--- src/rtl/tmr_pkg.sv ---
package tmr_pkg;

    localparam int REG_W = 32;

    typedef enum logic [1:0] {
        REG_CTRL = 2'd0,
        REG_STAT = 2'd1,
        REG_PIT  = 2'd2
    } reg_sel_e;

    typedef struct packed {
        logic [1:0]  wd_period;
        logic [1:0]  wd_rst_kind;
        logic        wd_irq_en;
        logic        pit_irq_en;
        logic [1:0]  fit_period;
        logic        fit_irq_en;
        logic        pit_autoload;
        logic [21:0] rsvd;
    } ctrl_t;

    typedef struct packed {
        logic        wd_armed;
        logic        wd_flag;
        logic [1:0]  wd_rst_seen;
        logic        pit_flag;
        logic        fit_flag;
        logic [25:0] rsvd;
    } stat_t;

    localparam logic [REG_W-1:0] CTRL_KEEP = 32'hFFC0_0000;
    localparam logic [REG_W-1:0] STAT_W1C  = 32'hFC00_0000;

    function automatic logic [REG_W-1:0] w1c_mask(input logic sel, input logic [REG_W-1:0] d);
        return sel ? (d & STAT_W1C) : '0;
    endfunction

endpackage

--- src/rtl/tmr_tap_edge.sv ---
module tmr_tap_edge #(
    parameter int TB_W = 64,
    parameter int BASE = 9,
    parameter int STEP = 4,
    parameter int NSEL = 4,
    localparam int SW  = $clog2(NSEL)
) (
    input  logic            clk,
    input  logic [TB_W-1:0] tb,
    input  logic [SW-1:0]   sel,
    output logic            evt
);
    logic [NSEL-1:0] taps;
    logic [NSEL-1:0] prev;

    for (genvar g = 0; g < NSEL; g++) begin : g_tap
        assign taps[g] = tb[BASE + g*STEP];
    end

    // Previous value tracks every tap so a period change never fakes an edge.
    always_ff @(posedge clk) begin
        prev <= taps;
    end

    assign evt = taps[sel] & ~prev[sel];
endmodule

--- src/rtl/tmr_pit_counter.sv ---
module tmr_pit_counter #(
    parameter int W = 32
) (
    input  logic         clk,
    input  logic         rst,
    input  logic         load,
    input  logic [W-1:0] load_val,
    input  logic         step,
    input  logic         auto_reload,
    output logic [W-1:0] count,
    output logic [W-1:0] reload,
    output logic         expire
);
    logic run;

    assign run    = (reload > W'(1)) && (count != '0);
    assign expire = step && run && (count == W'(1)) && !load;

    always_ff @(posedge clk) begin
        if (rst) begin
            count  <= '0;
            reload <= '0;
        end else if (load) begin
            count  <= load_val;
            reload <= load_val;
        end else if (step && run) begin
            if (count == W'(1)) count <= auto_reload ? reload : '0;
            else                count <= count - W'(1);
        end
    end
endmodule

--- src/rtl/emb_timer_unit.sv ---
module emb_timer_unit
    import tmr_pkg::*;
#(
    parameter int TB_W     = 64,
    parameter int FIT_BASE = 9,
    parameter int WD_BASE  = 17,
    parameter int TAP_STEP = 4
) (
    input  logic             clk,
    input  logic             rst,
    input  logic [TB_W-1:0]  tb_count,
    input  logic             tb_step,
    input  logic             wr_en,
    input  logic [1:0]       wr_addr,
    input  logic [REG_W-1:0] wr_data,
    input  logic [1:0]       rd_addr,
    output logic [REG_W-1:0] rd_data,
    output logic             pit_irq,
    output logic             fit_irq,
    output logic             wdt_irq,
    output logic [1:0]       rst_req
);
    ctrl_t            ctrl_q;
    stat_t            stat_q;
    logic [REG_W-1:0] stat_next;
    logic [REG_W-1:0] clr;
    logic             wr_ctrl, wr_stat, wr_pit;
    logic             fit_evt, wd_evt;
    logic             wd_arm, wd_bark, wd_fire;
    logic [REG_W-1:0] pit_count, pit_reload;
    logic             pit_expire;

    assign wr_ctrl = wr_en && (wr_addr == REG_CTRL);
    assign wr_stat = wr_en && (wr_addr == REG_STAT);
    assign wr_pit  = wr_en && (wr_addr == REG_PIT);
    assign clr     = w1c_mask(wr_stat, wr_data);

    tmr_tap_edge #(.TB_W(TB_W), .BASE(FIT_BASE), .STEP(TAP_STEP), .NSEL(4)) u_fit_tap (
        .clk(clk), .tb(tb_count), .sel(ctrl_q.fit_period), .evt(fit_evt)
    );

    tmr_tap_edge #(.TB_W(TB_W), .BASE(WD_BASE), .STEP(TAP_STEP), .NSEL(4)) u_wd_tap (
        .clk(clk), .tb(tb_count), .sel(ctrl_q.wd_period), .evt(wd_evt)
    );

    tmr_pit_counter #(.W(REG_W)) u_pit (
        .clk(clk), .rst(rst), .load(wr_pit), .load_val(wr_data),
        .step(tb_step), .auto_reload(ctrl_q.pit_autoload),
        .count(pit_count), .reload(pit_reload), .expire(pit_expire)
    );

    // Watchdog stage decode from the two status flags
    assign wd_fire = wd_evt &&  stat_q.wd_flag;
    assign wd_bark = wd_evt && !stat_q.wd_flag &&  stat_q.wd_armed;
    assign wd_arm  = wd_evt && !stat_q.wd_flag && !stat_q.wd_armed;

    always_comb begin
        stat_next     = stat_q & ~clr;
        stat_next[31] = stat_next[31] | wd_arm;
        stat_next[30] = stat_next[30] | wd_bark;
        stat_next[27] = stat_next[27] | pit_expire;
        stat_next[26] = stat_next[26] | fit_evt;
        if (wd_fire) stat_next[29:28] = ctrl_q.wd_rst_kind;
        stat_next[25:0] = '0;
    end

    always_ff @(posedge clk) begin
        if (rst) begin
            ctrl_q  <= '0;
            stat_q  <= '0;
            pit_irq <= 1'b0;
            fit_irq <= 1'b0;
            wdt_irq <= 1'b0;
            rst_req <= 2'b00;
        end else begin
            if (wr_ctrl) ctrl_q <= wr_data & CTRL_KEEP;
            stat_q <= stat_next;

            if (pit_expire && ctrl_q.pit_irq_en) pit_irq <= 1'b1;
            else if (clr[31])                    pit_irq <= 1'b0;

            if (fit_evt && ctrl_q.fit_irq_en)    fit_irq <= 1'b1;
            else if (clr[26])                    fit_irq <= 1'b0;

            if (wd_bark && ctrl_q.wd_irq_en)     wdt_irq <= 1'b1;
            else if (clr[30])                    wdt_irq <= 1'b0;

            rst_req <= wd_fire ? ctrl_q.wd_rst_kind : 2'b00;
        end
    end

    always_comb begin
        unique case (rd_addr)
            REG_CTRL: rd_data = ctrl_q;
            REG_STAT: rd_data = stat_q;
            REG_PIT:  rd_data = pit_count;
            default:  rd_data = '0;
        endcase
    end
endmodule

--- config.mk ---
export PLATFORM = sky130hd
export DESIGN_NAME = emb_timer_unit
export DESIGN_NICKNAME = d
export VERILOG_FILES = /design/src/rtl/tmr_pkg.sv /design/src/rtl/tmr_tap_edge.sv /design/src/rtl/tmr_pit_counter.sv /design/src/rtl/emb_timer_unit.sv
export SDC_FILE = /design/constraint.sdc
export NUM_CORES = 1
export LEC_CHECK = 0
export BUFFER_PORTS_ARGS = -buffer_cell sky130_fd_sc_hd__buf_4
export CAP_MARGIN = 20
export CORE_UTILIZATION = 53
export DETAILED_ROUTE_END_ITERATION = 7
export PLACE_DENSITY_LB_ADDON = 0.25
export SYNTH_ARGS = -nofsm -noshare
export SYNTH_HDL_FRONTEND = slang
export SYNTH_SLANG_ARGS = --single-unit
--- constraint.sdc ---
create_clock -name clk -period 3.3 [get_ports clk]
set_input_delay 0.99 -clock clk [delete_from_list [all_inputs] [get_ports clk]]
set_output_delay 0.99 -clock clk [all_outputs]
set_load 0.05 [all_outputs]
==> impl_metrics.json <==
{
  "outcome": "completed",
  "hold_class": "flop to flop",
  "num_rows": 34,
  "seq_area_sq_um": 1820,
  "rsz0062_at_grt": "false",
  "ys.flop_type": "dfxtp_1",
  "syn_area_sq_um": 4970,
  "grt_pass1_wl_mm": 22.8,
  "ys_warn_count": 0,
  "drtIter0Drc": 440,
  "final_area_sq_um": 5800,
  "wire_per_inst_um": 17.7,
  "crit_path_max_fanout": 22,
  "final_net_count": 793,
  "vias_per_cell": 6.28,
  "die_h_um": 98.8,
  "synth.top_cells.by_count": "nand2_1 (100), dfxtp_1 (91), a21oi_1 (57), nor2_1 (57), o21ai_0 (33)",
  "fmax_ghz": 0.336,
  "cts_max_level": 3,
  "drive_gt1_frac": 0.197,
  "power_leakage_nw": 2.33,
  "crit_path_end_kind": "primary output",
  "area_growth_syn_to_layout_pct": 16.7,
  "avgSynthCellArea_sq_um": 7.90,
  "hold_viol": 0,
  "finalWirelength_mm": 14.1,
  "crit_path_frequent_cell": "buf_4",
  "cp_slowest_stage_delay_ns": 0.25,
  "ys_ff_latch": 91,
  "gp_congestion": 0.866,
  "yosysSeqAreaShare": 0.367,
  "cts_tree": "done",
  "cts_root_buf": "clkbuf_8",
  "hpwl_mm": 9.64,
  "cp.arrival_ns": 1.99,
  "crit_slowest_cell": "buf_4",
  "die_w_um": 98.8,
  "setup_viol": 0,
  "irDropWorstVdd_mv": 0.223,
  "firstDrtPassIters": 5,
  "r2r_slack_ns": 0.42,
  "cp_top_family": "buffers and inverters",
  "postCtsResizedCells": 0,
  "drv_slew": 0,
  "startpoint_type": "primary input",
  "synth_edf_count": 0,
  "postSynthCellCount": 629,
  "holdBufCountCts": 0,
  "drc": 0,
  "dpl_cell_area_sq_um": 5600,
  "layout_setup_ws_ns": 0.320,
  "clk_path_buf_depth": 2,
  "multi_input_area_sq_um": 2880,
  "grt_start_max_net_pins": 44,
  "clock_sinks": 91,
  "min_period_over_period": 0.903,
  "syn-num-nets": 735,
  "clock_latency_ns": 0.36,
  "ys_top_cells_by_area": "dfxtp_1 (37%), nand2_1 (7.6%), a21oi_1 (5.7%)",
  "cts_setup_buffers": 0,
  "dpl_worst_slack_ns": 0.323,
  "insertedDiodeCount": 0,
  "final.fill_count": 793,
  "vias": 5018,
  "synth_top_area_share": 0.367,
  "fin_tns_setup_ns": 0,
  "antenna_found_initial": 0,
  "finClkSkew_ns": 0.00781,
  "portBuffers": 82,
  "antenna_left": 0,
  "ios": 141,
  "start_util": 0.559,
  "grt_usage": 0.293,
  "cp.required_ns": 2.31,
  "path_buf_inv": 3,
  "tightest_slew_ns": 0.636,
  "slew_headroom": 0.575,
  "power_per_cell_area_nw_per_um2": 491,
  "drv_cap": 0,
  "core_sq_um": 8890,
  "die-area_sq_um": 9760,
  "yosysTopAreaCell": "dfxtp_1",
  "power_mw": 2.85,
  "clk_pin_slew_ns": 0.09,
  "ys_types": 71,
  "numCtsBuffers": 9,
  "synthMostInstantiatedCell": "nand2_1",
  "worstPathCellList": "buf_4 -> nor2b_1 -> buf_4 -> and2_1 -> buf_4",
  "synth-async-reset-ratio": 0,
  "globalRouteOverflowTotal": 0,
  "crit_type": "primary input to primary output",
  "final_util": 0.652,
  "fin_crit_ns": 2.98,
  "grt_pass1_vias": 4645
}
## sequential cells by signal, indices dropped and copies added, names as in the netlist, 2 cells and up
| signal | flops |
|---|---|
| stat_q | 6 |
| u_wd_tap.prev | 4 |
| rst_req | 2 |
| ctrl_q | 10 |
| u_pit.reload | 32 |
| u_pit.count | 32 |
| u_fit_tap.prev | 2 |
## worst paths after layout
kind,from,to,cells past startpoint
worst max-delay path,rd_addr[1],rd_data[16],5
worst min-delay path,u_pit.reload[0],u_pit.reload[0],2
worst max register to register,u_pit.count[8],u_pit.count[31],7
worst min register to register,u_pit.reload[0],u_pit.reload[0],2
## power breakdown
group / internal (mW) / total [mW] / leakage [nW] / switching (mW)
Clock: 0.367 / 0.761 / 0.0954 / 0.394
Combinational: 0.319 / 0.809 / 1.49 / 0.490
Sequential: 1.17 / 1.27 / 0.744 / 0.103
Total: 1.86 / 2.85 / 2.33 / 0.987
## layout by cell type, fill, tap and decap left out, types with 11 or more instances in the layout
cell,count
a21oi_1,57
and2_1,22
mux2i_1,22
buf_4,97
nor4_1,20
o21ai_0,27
a21o_1,11
nand2_1,100
nand3_1,11
dfxtp_1,91
a31oi_1,13
nor3_1,16
nor2_1,56
## per-layer routing
metal | global-route usage | vias to the layer above | part of all wire
met2 | 0.488 | 267 | 0.47
li1 | - | 2394 | -
met4 | 0.122 | 0 | 0.018
met1 | 0.377 | 2332 | 0.43
met3 | 0.0475 | 25 | 0.081
met5 | 0 | - | 0
## kinds of logic after synthesis
family / Yosys count / synth area share
simple gates: 272 / 0.268
compound gates: 179 / 0.247
flops: 91 / 0.367
buf+inv: 57 / 0.0587
mux: 22 / 0.0443
xor+xnor: 6 / 0.0106
fa+ha+maj: 2 / 0.00504
## layout make-up
cell class	instances	area share
clock inverters	4	0.00885
repair buffers	98	0.129
well taps	108	0.0233
clock buffers	11	0.0244
flip-flops and latches	91	0.314
multi-input cells	481	0.496
inverters	6	0.00389
## tightest hold or removal path: stages (launching register included)
cell     delay (ns)
dfxtp_1        0.33
nand2_1        0.06
a21oi_1        0.05
## metrics by stage
stage          hold slack [ns]  cells
3_5_place_dp             0.464    784
5_1_grt                  0.494    799
2_1_floorplan            0.437    629
6_report                 0.475    799
4_1_cts                  0.476    799
3_3_place_gp             0.454    784
Power figures use the tool's default switching activity.
